`src/rtl/isv_pkg.sv`:
```
package isv_pkg;

    localparam int STAT_W     = 16;
    localparam int ADDR_W     = 2;
    localparam int IDX_W      = $clog2(STAT_W + 1);
    localparam int REV_VECTOR = 8'h34;

    localparam int RX_BIT     = 3;
    localparam int TX_BIT     = 4;
    localparam int BUSY_BIT   = 12;
    localparam int DMA_RX_POS = 15;
    localparam int DMA_TX_POS = 7;

    localparam logic [STAT_W-1:0] SW_CLR_MASK = 16'h0027;
    localparam logic [STAT_W-1:0] STORE_MASK  = ~(16'h1 << BUSY_BIT);

    typedef enum logic [ADDR_W-1:0] {
        RA_ENABLE = 2'd0,
        RA_STATUS = 2'd1,
        RA_VECTOR = 2'd2,
        RA_DMA    = 2'd3
    } reg_addr_e;

    typedef struct packed {
        logic rx_en;
        logic tx_en;
    } dma_cfg_t;

    typedef struct packed {
        logic [STAT_W-1:0] set;
        logic [STAT_W-1:0] clr;
    } stat_upd_t;

    function automatic logic [STAT_W-1:0] enable_keep(input int rev);
        return (rev >= REV_VECTOR) ? 16'h003F : 16'h001F;
    endfunction

    function automatic logic [STAT_W-1:0] bit_at(input int pos);
        return 16'h1 << pos;
    endfunction

endpackage

```
`src/rtl/isv_prio_enc.sv`:
```
module isv_prio_enc
    import isv_pkg::*;
#(
    parameter int W  = STAT_W,
    parameter int IW = $clog2(W + 1)
) (
    input  logic [W-1:0]  vec_in,
    output logic [IW-1:0] idx_o,
    output logic [W-1:0]  onehot_o
);

    always_comb begin
        idx_o    = '0;
        onehot_o = '0;
        for (int i = W - 1; i >= 0; i--) begin
            if (vec_in[i]) begin
                idx_o       = IW'(i + 1);
                onehot_o    = '0;
                onehot_o[i] = 1'b1;
            end
        end
    end

endmodule

```
`src/rtl/isv_cfg_regs.sv`:
```
module isv_cfg_regs
    import isv_pkg::*;
#(
    parameter int REVISION = REV_VECTOR
) (
    input  logic              clk,
    input  logic              rst,
    input  logic              wr_enable,
    input  logic              wr_dma,
    input  logic [STAT_W-1:0] wdata,
    output logic [STAT_W-1:0] enable_q,
    output dma_cfg_t          dma_q
);

    localparam logic [STAT_W-1:0] KEEP = enable_keep(REVISION);

    dma_cfg_t dma_d;
    logic [STAT_W-1:0] enable_d;

    always_comb begin
        dma_d    = dma_q;
        enable_d = enable_q;
        if (wr_enable) begin
            enable_d = wdata & KEEP;
        end
        if (wr_dma) begin
            dma_d.rx_en = wdata[DMA_RX_POS];
            dma_d.tx_en = wdata[DMA_TX_POS];
            if (wdata[DMA_RX_POS]) enable_d[RX_BIT] = 1'b0;
            if (wdata[DMA_TX_POS]) enable_d[TX_BIT] = 1'b0;
        end
    end

    always_ff @(posedge clk) begin
        if (rst) begin
            enable_q <= '0;
            dma_q    <= '0;
        end else begin
            enable_q <= enable_d;
            dma_q    <= dma_d;
        end
    end

    a_r7_dma_rx_drops_enable: assert property (@(posedge clk) disable iff (rst)
        (wr_dma && wdata[DMA_RX_POS]) |=> !enable_q[RX_BIT]);
    a_r7_dma_tx_drops_enable: assert property (@(posedge clk) disable iff (rst)
        (wr_dma && wdata[DMA_TX_POS]) |=> !enable_q[TX_BIT]);

endmodule

```
`src/rtl/isv_status.sv`:
```
module isv_status
    import isv_pkg::*;
(
    input  logic              clk,
    input  logic              rst,
    input  stat_upd_t         upd,
    output logic [STAT_W-1:0] stat_q
);

    logic [STAT_W-1:0] set_eff;

    assign set_eff = upd.set & STORE_MASK;

    always_ff @(posedge clk) begin
        if (rst) begin
            stat_q <= '0;
        end else begin
            stat_q <= (stat_q & ~upd.clr) | set_eff;
        end
    end

    a_r10_set_beats_clear: assert property (@(posedge clk) disable iff (rst)
        (|set_eff) |=> ((stat_q & $past(set_eff)) == $past(set_eff)));
    a_r9_busy_bit_never_held: assert property (@(posedge clk) disable iff (rst)
        upd.set[BUSY_BIT] |=> !stat_q[BUSY_BIT]);

endmodule

```
`src/rtl/irq_status_vector.sv`:
```
module irq_status_vector
    import isv_pkg::*;
#(
    parameter int REVISION = REV_VECTOR
) (
    input  logic              clk,
    input  logic              rst,
    input  logic [15:0]       evt_set,
    input  logic              rx_rdy_clr,
    input  logic              tx_rdy_clr,
    input  logic              bus_busy,
    input  logic              reg_wr,
    input  logic              reg_rd,
    input  logic [1:0]        reg_addr,
    input  logic [15:0]       reg_wdata,
    output logic [15:0]       reg_rdata,
    output logic              irq,
    output logic              dma_rx_req,
    output logic              dma_tx_req
);

    localparam bit VEC_ON = (REVISION >= REV_VECTOR);

    reg_addr_e         addr;
    logic [STAT_W-1:0] enable_q;
    logic [STAT_W-1:0] stat_q;
    logic [STAT_W-1:0] pending;
    logic [STAT_W-1:0] vec_onehot;
    logic [IDX_W-1:0]  vec_idx;
    logic [STAT_W-1:0] vec_clr;
    logic              vec_rd;
    dma_cfg_t          dma_q;
    stat_upd_t         upd;

    assign addr    = reg_addr_e'(reg_addr);
    assign pending = stat_q & enable_q;
    assign vec_rd  = reg_rd && (addr == RA_VECTOR);
    assign vec_clr = (VEC_ON && vec_rd) ? vec_onehot : '0;

    isv_cfg_regs #(.REVISION(REVISION)) u_cfg (
        .clk       (clk),
        .rst       (rst),
        .wr_enable (reg_wr && (addr == RA_ENABLE)),
        .wr_dma    (reg_wr && (addr == RA_DMA)),
        .wdata     (reg_wdata),
        .enable_q  (enable_q),
        .dma_q     (dma_q)
    );

    isv_prio_enc #(.W(STAT_W), .IW(IDX_W)) u_enc (
        .vec_in   (pending),
        .idx_o    (vec_idx),
        .onehot_o (vec_onehot)
    );

    always_comb begin
        upd.set = evt_set;
        upd.clr = vec_clr;
        if (reg_wr && (addr == RA_STATUS)) begin
            upd.clr = upd.clr | (reg_wdata & SW_CLR_MASK);
        end
        if (rx_rdy_clr) upd.clr = upd.clr | bit_at(RX_BIT);
        if (tx_rdy_clr) upd.clr = upd.clr | bit_at(TX_BIT);
    end

    isv_status u_stat (
        .clk    (clk),
        .rst    (rst),
        .upd    (upd),
        .stat_q (stat_q)
    );

    always_comb begin
        unique case (addr)
            RA_ENABLE: reg_rdata = enable_q;
            RA_STATUS: begin
                reg_rdata           = stat_q;
                reg_rdata[BUSY_BIT] = bus_busy;
            end
            RA_VECTOR: reg_rdata = VEC_ON ? STAT_W'(vec_idx) : '0;
            RA_DMA: begin
                reg_rdata             = '0;
                reg_rdata[DMA_RX_POS] = dma_q.rx_en;
                reg_rdata[DMA_TX_POS] = dma_q.tx_en;
            end
            default: reg_rdata = '0;
        endcase
    end

    assign irq        = |pending;
    assign dma_rx_req = dma_q.rx_en & stat_q[RX_BIT];
    assign dma_tx_req = dma_q.tx_en & stat_q[TX_BIT];

    // requests only accompany the matching ready event
    a_r8_rx_req_needs_ready: assert property (@(posedge clk) disable iff (rst)
        dma_rx_req |-> stat_q[RX_BIT]);
    a_r8_tx_req_needs_ready: assert property (@(posedge clk) disable iff (rst)
        dma_tx_req |-> stat_q[TX_BIT]);
    a_r9_busy_in_status_read: assert property (@(posedge clk) disable iff (rst)
        (addr == RA_STATUS) |-> (reg_rdata[BUSY_BIT] == bus_busy));
    a_r4_ready_not_sw_cleared: assert property (@(posedge clk) disable iff (rst)
        (reg_wr && addr == RA_STATUS && !rx_rdy_clr && !vec_rd) |=> !$fell(stat_q[RX_BIT]));
    a_r11_reset_quiet: assert property (@(posedge clk)
        rst |=> (stat_q == '0 && !irq && !dma_rx_req && !dma_tx_req));

    generate
        if (VEC_ON) begin : g_vec_checks
            a_r1_irq_has_vector: assert property (@(posedge clk) disable iff (rst)
                irq |-> (vec_idx != '0));
            a_r2_vector_read_retires: assert property (@(posedge clk) disable iff (rst)
                (vec_rd && (|vec_onehot) && !(|(vec_onehot & evt_set)))
                |=> !(|(stat_q & $past(vec_onehot))));
        end else begin : g_legacy_checks
            a_r3_vector_inert: assert property (@(posedge clk) disable iff (rst)
                vec_rd |-> (reg_rdata == '0));
        end
    endgenerate

endmodule

```
`config.mk`:
```
export PLATFORM = sky130hd
export DESIGN_NAME = irq_status_vector
export DESIGN_NICKNAME = d
export VERILOG_FILES = /design/src/rtl/isv_pkg.sv /design/src/rtl/isv_prio_enc.sv /design/src/rtl/isv_cfg_regs.sv /design/src/rtl/isv_status.sv /design/src/rtl/irq_status_vector.sv
export SDC_FILE = /design/constraint.sdc
export NUM_CORES = 1
export LEC_CHECK = 0
export BUFFER_PORTS_ARGS = -buffer_cell sky130_fd_sc_hd__buf_2
export CORE_MARGIN = 10
export CORE_UTILIZATION = 50
export DETAILED_ROUTE_END_ITERATION = 10
export GPL_TIMING_DRIVEN = 0
export HOLD_SLACK_MARGIN = 0.05
export PLACE_DENSITY_LB_ADDON = 0.3
export SLEW_MARGIN = 5
export SYNTH_ARGS = -nofsm -noshare
export SYNTH_HDL_FRONTEND = slang
export SYNTH_HIERARCHICAL = 1
export SYNTH_SLANG_ARGS = --single-unit
```
`constraint.sdc`:
```
create_clock -name clk -period 4.3 [get_ports clk]
set_input_delay 0.43 -clock clk [delete_from_list [all_inputs] [get_ports clk]]
set_output_delay 0.43 -clock clk [all_outputs]
set_load 0.005 [all_outputs]
```
### Yosys cells after proc, flatten, opt, wreduce, memory -nomap -nowiden

Cells that the tools add are included.

* bits in registers: 24
* input bits: 41
* output and inout port bits: 19
* word-level logic and storage cells: 62

* equality and inequality tests: 3
* mux-type cells: 41
* bitwise operators: 7
* reduce and logical (&&, ||, !) cells: 6

Operators by type and width (count)
* two-way mux 16 bit: 18
* two-way mux 5 bit: 18
* case mux 16 bit (4 select lines): 1
* AND 16 bit: 1
* AND 16 x 6 -> 16 bit: 1
* inverter 16 bit: 1
* bitwise OR 16 bit: 1
* bitwise OR 16 x 6 -> 16 bit: 1
* OR reduction 16 bit: 1
* == test 2 bit (second input constant): 2
* logical AND 1 bit: 4
* two-way mux 4 bit: 1
* AND 1 bit: 2
* == test 2 x 1 -> 1 bit (second input constant): 1
* zero test 2 bit: 1
* two-way mux 1 bit: 2
* two-way mux 2 bit: 1

### Depth between registers and ports, before layout

Gate-level depths: netlist (run 1).

* word-level depth: 25
* gate-level depth with buffers: 9
* gate-level depth less buffers: 7

### By module

Netlist (run 1), hierarchy kept.

Modules (own cells, without submodules)
* isv_status: times used 1, cells each 64, area an instance 621.8 sq um, seq. area each 320.3 sq um
* irq_status_vector: times used 1, cells each 98, area an instance 609.3 sq um, seq. area each 0.0 sq um
* isv_cfg_regs: times used 1, cells each 37, area an instance 371.6 sq um, seq. area each 160.2 sq um
* isv_prio_enc: times used 1, cells each 54, area an instance 349.1 sq um, seq. area each 0.0 sq um

### Least setup slack after synthesis (run 1)

No wires, ideal clock.

* kind: register to output
* from: reg u_cfg.enable_q[5]
* to: out irq
* data arrival time: 1.543 ns
* required time: 3.870 ns
* slack: 2.327 ns
* cell stages (with the launch flop): 4
* buffers on the path: 0
* cells stage by stage: dfxtp_1 > and2_1 > or4_1 > or4_1

* word-level cells in the longest chain between the ends: 2

RTL lines
* start: declaration: line isv_cfg_regs.sv:11 `output logic [STAT_W-1:0] enable_q,`
* start signal: assignment: line isv_cfg_regs.sv:39 `enable_q <= enable_d;`
* AND 16 x 6 -> 16 bit: line irq_status_vector.sv:36 `assign pending = stat_q & enable_q;`
* net pending[5]: line irq_status_vector.sv:27 `logic [STAT_W-1:0] pending;`
* OR reduction 16 bit: line irq_status_vector.sv:90 `assign irq = |pending;`
* end: declaration: line irq_status_vector.sv:17 `output logic irq,`

The timed path passes the listed nets, and every way through them passes these cells.

### Worst setup path in the final report (run 1)

Ends and elaborated chain as after synthesis.

==> results.toml, run 1 <==
[placement]
gp_congestion = 0.831
pre_cts_ws_ns = 2.06
placed_area_sq_um = 2290
hpwl_um = 3970
io_buffers = 48

[cells_and_area]
diodes = 0
drive_above_1_share = 0.277
final_area_sq_um = 2360
layout_common_cells = "buf_2, nor2_1, and2_1"
fin_util = 0.634
layout_commonest_cell = "buf_2"
area_growth_pct = 20.8
fin_nets = 356

[clock_network]
cts_htree_levels = 1
insertion_delay_ns = 0.28
hold_buffers = 0
clock_path_buffers = 2
cts_setup_buffers = 0
cts_num_sinks = 24
cts_root_buffer = "clkbuf_8"
cts_resized = 0
path_clk_slew_ns = 0.09
cts_buffers = 3
cts_tree = "built"

[timing]
finClkSkew_ns = 0.00107
finalMaxSlewViolations = 0
setup_viol = 0
slew_headroom = 0.582
fin_crit_ns = 2.51
fmax_mhz = 399
tns_ns = 0
fin_crit_sh = 0.583
layout_setup_ws_ns = 1.79
timing.hold.ws_ns = 0.344
tightest_slew_ns = 0.628
rsz0062_at_grt = "no"
hold_viol = 0

[synth]
yosysTopAreaCell = "dfxtp_1"
netlist_area_sq_um = 1950
async_flop_share = 0
synth.top_cells.by_area = "dfxtp_1, mux2i_1, and2_1, nand2b_1, nor2_1"
synth_ff_type = "dfxtp_1"
synthSimpleGateAreaFrac = 0.376
yosysWarnings = 6
synthMuxAreaShare = 0.124
syn-instance-count = 253
yosys_register_bits = 24
synth.distinct_cells = 42
ys_seq_area_frac = 0.246
syn_area_per_cell_sq_um = 7.71
synth_edf_count = 0
synth_xor_area_frac = 0
synthAdderAreaFrac = 0
synth_top_area_frac = 0.246
synth_compound_area_frac = 0.135
synth_top_family_by_area = "simple AND/OR/NAND/NOR gates"

[status]
outcome = "finished, final reports clean"

[power_and_ir_drop]
seqPwrFrac = 0.407
switching_share = 0.277
leakagePower_nw = 1.19
pwr-share-comb = 0.252
p_sw_mw = 0.166
power_density_nw_per_um2 = 254
peakVddDrop_mv = 0.180
pwr-share-clk = 0.342
p_int_mw = 0.433

[routing]
final_antenna_net_count = 0
drc = 0
first_pass_iters = 4
vias = 1870
wl_per_cell_um = 13.9
via_per_inst = 5.17
routed_wl_um = 5020
drtIter0Drc = 178

[die]
design.core.area_sq_um = 3720
initial_core_util = 0.525
rows = 22
die_h_um = 82.5
dieArea_sq_um = 6800
ios = 60
die_w_um = 82.5

[min_path]
hold_path_class = "in2reg"
min_path_cells = 2

[worst_setup_path]
crit_path_top_delay_cell = "or4_1"
crit_top_cell = "or4_1"
cpPeakStageDelay_ns = 0.54
critPathBufInv = 1
crit_path_cell_trace = "and2_1 -> or4_1 -> or4_1 -> buf_2"
reg2reg_depth = 7
start_kind = "register"
worstPathArrival_ns = 2.08
worstPathRequired_ns = 3.87
timing_worst_setup_path_type = "reg2out"
cp.depth = 4
r2r_slack_ns = 2.61
crit_family = "simple AND/OR/NAND/NOR gates"
critPathMaxFanout = 7
end_kind = "primary output"

[global_routing]
grt_pass1_wl_um = 8310
grt_overflow_total = 0
grt_max_degree = 15
antenna_found_initial = 0
grt_usage = 0.155
first_global_vias = 1843

[run]
max_cap_viol_count = 0
power by group through the flow:
stage / combinational [mW] / clock [mW] / sequential [mW]
2_1_floorplan: 0.105 / 0 / 0.246
3_3_place_gp: 0.143 / 0 / 0.248
3_5_place_dp: 0.145 / 0 / 0.249
4_1_cts: 0.145 / 0.207 / 0.244
5_1_grt: 0.170 / 0.217 / 0.246
6_report: 0.151 / 0.205 / 0.244
routing by layer:
| metal | track usage | wire length (um) | vias up |
|---|---|---|---|
| met1 | 0.194 | 2200 | 835 |
| met4 | 0.0697 | 97 | 0 |
| met2 | 0.233 | 2190 | 71 |
| met3 | 0.0540 | 521 | 7 |
| li1 | - | - | 957 |
| met5 | 0 | 0 | - |
path summary, 6_finish.rpt:
| check | endpoint | start |
|---|---|---|
| max | irq | u_cfg/enable_q[5] |
| min | u_cfg/enable_q[3] | reg_wdata[15] |
| max reg2reg | u_stat/stat_q[5] | u_cfg/enable_q[0] |
| min reg2reg | u_stat/stat_q[12] | u_stat/stat_q[12] |
cell families (layout without fill, tap and decap cells):
group                  count (synthesis)  in the layout
other                                  1             10
DFF                                   24             24
muxes                                 24             24
and+or+nand+nor                      126            126
AOI/OAI and AO/OA                     38             38
buffers and inverters                 40             92
flip-flops by register name (all words and copies together) (netlist names):
register and flops:
u_stat/stat_q 16, u_cfg/enable_q 6, u_cfg/dma_q 2
synthesized netlist by cell type, drive strengths merged (2+ instances only):
cell,count
a211oi,2
a21o,2
a21oi,17
a22o,2
and2,30
and3,7
buf,16
clkbuf,7
dfxtp,24
inv,17
mux2,2
mux2i,22
nand2,14
nand2b,18
nand3,5
nor2,30
nor2b,3
nor3,2
nor3b,3
nor4,4
o21ai,7
o22ai,4
or4,6
per-stage QoR:
step	power, mW	cells
final	0.599	362
after CTS	0.596	362
after global placement	0.391	358
after floorplan	0.351	262
after global routing	0.632	362
after detailed placement	0.394	358
layout make-up:
type                       count  area [sq um]
multi-input combinational    198          1280
sequential                    24           480
timing repair buffer          48           240
fill                         346          1360
clock buffer                   3          41.3
inverter                      17          63.8
clock inverter                 1          30.0
tap                           48          60.1
buffer                        23           164
(Power assumes the default switching activity.)
==> run 2: changes to the inputs <==
clock period = 2.35 ns   (was 4.3 ns; I/O delays follow)
==> run 2 against run 1 <==
Clock power up 84%; flip-flop and latch count unchanged; final area up 0.21%; non-clock buffer count unchanged; via count down 0.21%; global-route usage unchanged; die area unchanged; critical endpoint unchanged; clock skew about the same; register-to-register slack worse by 1.9 ns.
==> results.toml, run 2 (same netlist as run 1, synthesis figures left out) <==
[cells_and_area]
regMostFlops = "u_stat/stat_q"
diodes = 0
largest_reg_flops = 16
area_growth_pct = 21.0
fin_nets = 356
top_regs = "u_stat/stat_q (16), u_cfg/enable_q (6), u_cfg/dma_q (2)"
layout_common_cells = "buf_2, nor2_1, and2_1"
layout_commonest_cell = "buf_2"
nFillCells = 344
drive_above_1_share = 0.283
final_area_sq_um = 2360
regArea_sq_um = 480
multiInputGateArea_sq_um = 1280

[timing]
slew_headroom = 0.568
rsz0062_at_grt = "no"
tightest_slew_ns = 0.647
tns_ns = 0
setup_viol = 0
finalMaxSlewViolations = 0
hold_viol = 0
fin_crit_sh = 0.961
fmax_mhz = 443
finClkSkew_ns = 0.00107
fin_crit_ns = 2.26

[power_and_ir_drop]
pwr-share-comb = 0.251
power_density_nw_per_um2 = 465
p_sw_mw = 0.306
peakVddDrop_mv = 0.331
leakagePower_nw = 1.19
pwr-share-clk = 0.343
p_int_mw = 0.793
switching_share = 0.278
seqPwrFrac = 0.406

[clock_network]
clock_path_buffers = 2
cts_tree = "built"
path_clk_slew_ns = 0.09
cts_htree_levels = 1
cts_root_buffer = "clkbuf_8"
cts_num_sinks = 24
cts_buffers = 3
insertion_delay_ns = 0.28

[worst_setup_path]
end_kind = "primary output"
worstPathArrival_ns = 2.02
worstPathRequired_ns = 2.12
critPathMaxFanout = 7
timing_worst_setup_path_type = "reg2out"
start_kind = "register"

[routing]
first_pass_iters = 4
routed_wl_um = 5010
wl_per_cell_um = 13.8
drtIter0Drc = 228
via_per_inst = 5.15
vias = 1866
final_antenna_net_count = 0
drc = 0

[status]
outcome = "finished, final reports clean"

[global_routing]
grt_pass1_wl_um = 8310
antenna_found_initial = 0
grt_max_degree = 15
grt_usage = 0.155
first_global_vias = 1843
grt_overflow_total = 0

[die]
dieArea_sq_um = 6800
die_h_um = 82.5
initial_core_util = 0.525
die_w_um = 82.5
rows = 22
ios = 60
design.core.area_sq_um = 3720

[placement]
hpwl_um = 3970
io_buffers = 48
placed_area_sq_um = 2290
gp_congestion = 0.831

[run]
max_cap_viol_count = 0

[min_path]
hold_path_class = "in2reg"
==> run 2: changes by cell type in the layout (fill, tap and decap cells not counted) <==
cell / previous run / this run
and2_4: 2 / 3
nor2_2: 0 / 1
nor2_1: 30 / 29
and2_1: 27 / 26
==> run 2: area by class of cell <==
class                      instances  area share
timing repair buffer              48       0.102
sequential                        24       0.203
tap                               48      0.0254
clock inverter                     1      0.0127
clock buffer                       3      0.0175
multi-input combinational        198       0.543
buffer                            23      0.0694
inverter                          17      0.0270
==> run 2: through the flow <==
step	worst slack [ns]	instances	hold WS [ns]	util	power, mW
3_5_place_dp	0.350	358	0.448	0.615	0.720
4_1_cts	0.0330	362	0.149	0.634	1.09
3_3_place_gp	0.349	358	0.434	0.615	0.715
5_1_grt	0.0356	362	0.152	0.636	1.16
6_report	0.0909	362	0.149	0.636	1.10
2_1_floorplan	0.572	262	0.333	-	0.642
==> run 2: repair_timing <==
action | CTS | global route
setup endpoints to repair | 0 | 2
buffers inserted | 0 | 0
resized for setup | 0 | 3
hold buffers | 0 | 0
==> run 2: power by group through the flow <==
stage	sequential, mW	clock (mW)	combinational, mW
6_report	0.446	0.377	0.276
5_1_grt	0.450	0.396	0.311
4_1_cts	0.446	0.379	0.266
3_5_place_dp	0.455	0	0.265
3_3_place_gp	0.454	0	0.261
2_1_floorplan	0.450	0	0.191
==> run 2: worst paths after layout <==
check | from | slack, ns | depth (start not counted) | end
setup / recovery | u_cfg/enable_q[2] | 0.09 | 4 | irq
hold / removal | reg_wdata[15] | 0.15 | 2 | u_cfg/enable_q[3]
setup reg to reg | u_cfg/enable_q[0] | 0.66 | 7 | u_stat/stat_q[5]
hold reg to reg | u_stat/stat_q[12] | 0.48 | 1 | u_stat/stat_q[12]
==> run 2: critical path, stage by stage (launching register included) <==
cell and delay [ns]:
dfxtp_1 0.33, and2_1 0.23, or4_1 0.51, or4_1 0.52, buf_2 0.15
==> run 2: routing by layer <==
layer | vias up | wire (um) | global-route usage
li1 | 956 | - | -
met1 | 837 | 2180 | 0.194
met2 | 66 | 2190 | 0.233
met3 | 7 | 537 | 0.0540
met4 | 0 | 97 | 0.0697
met5 | - | 0 | 0
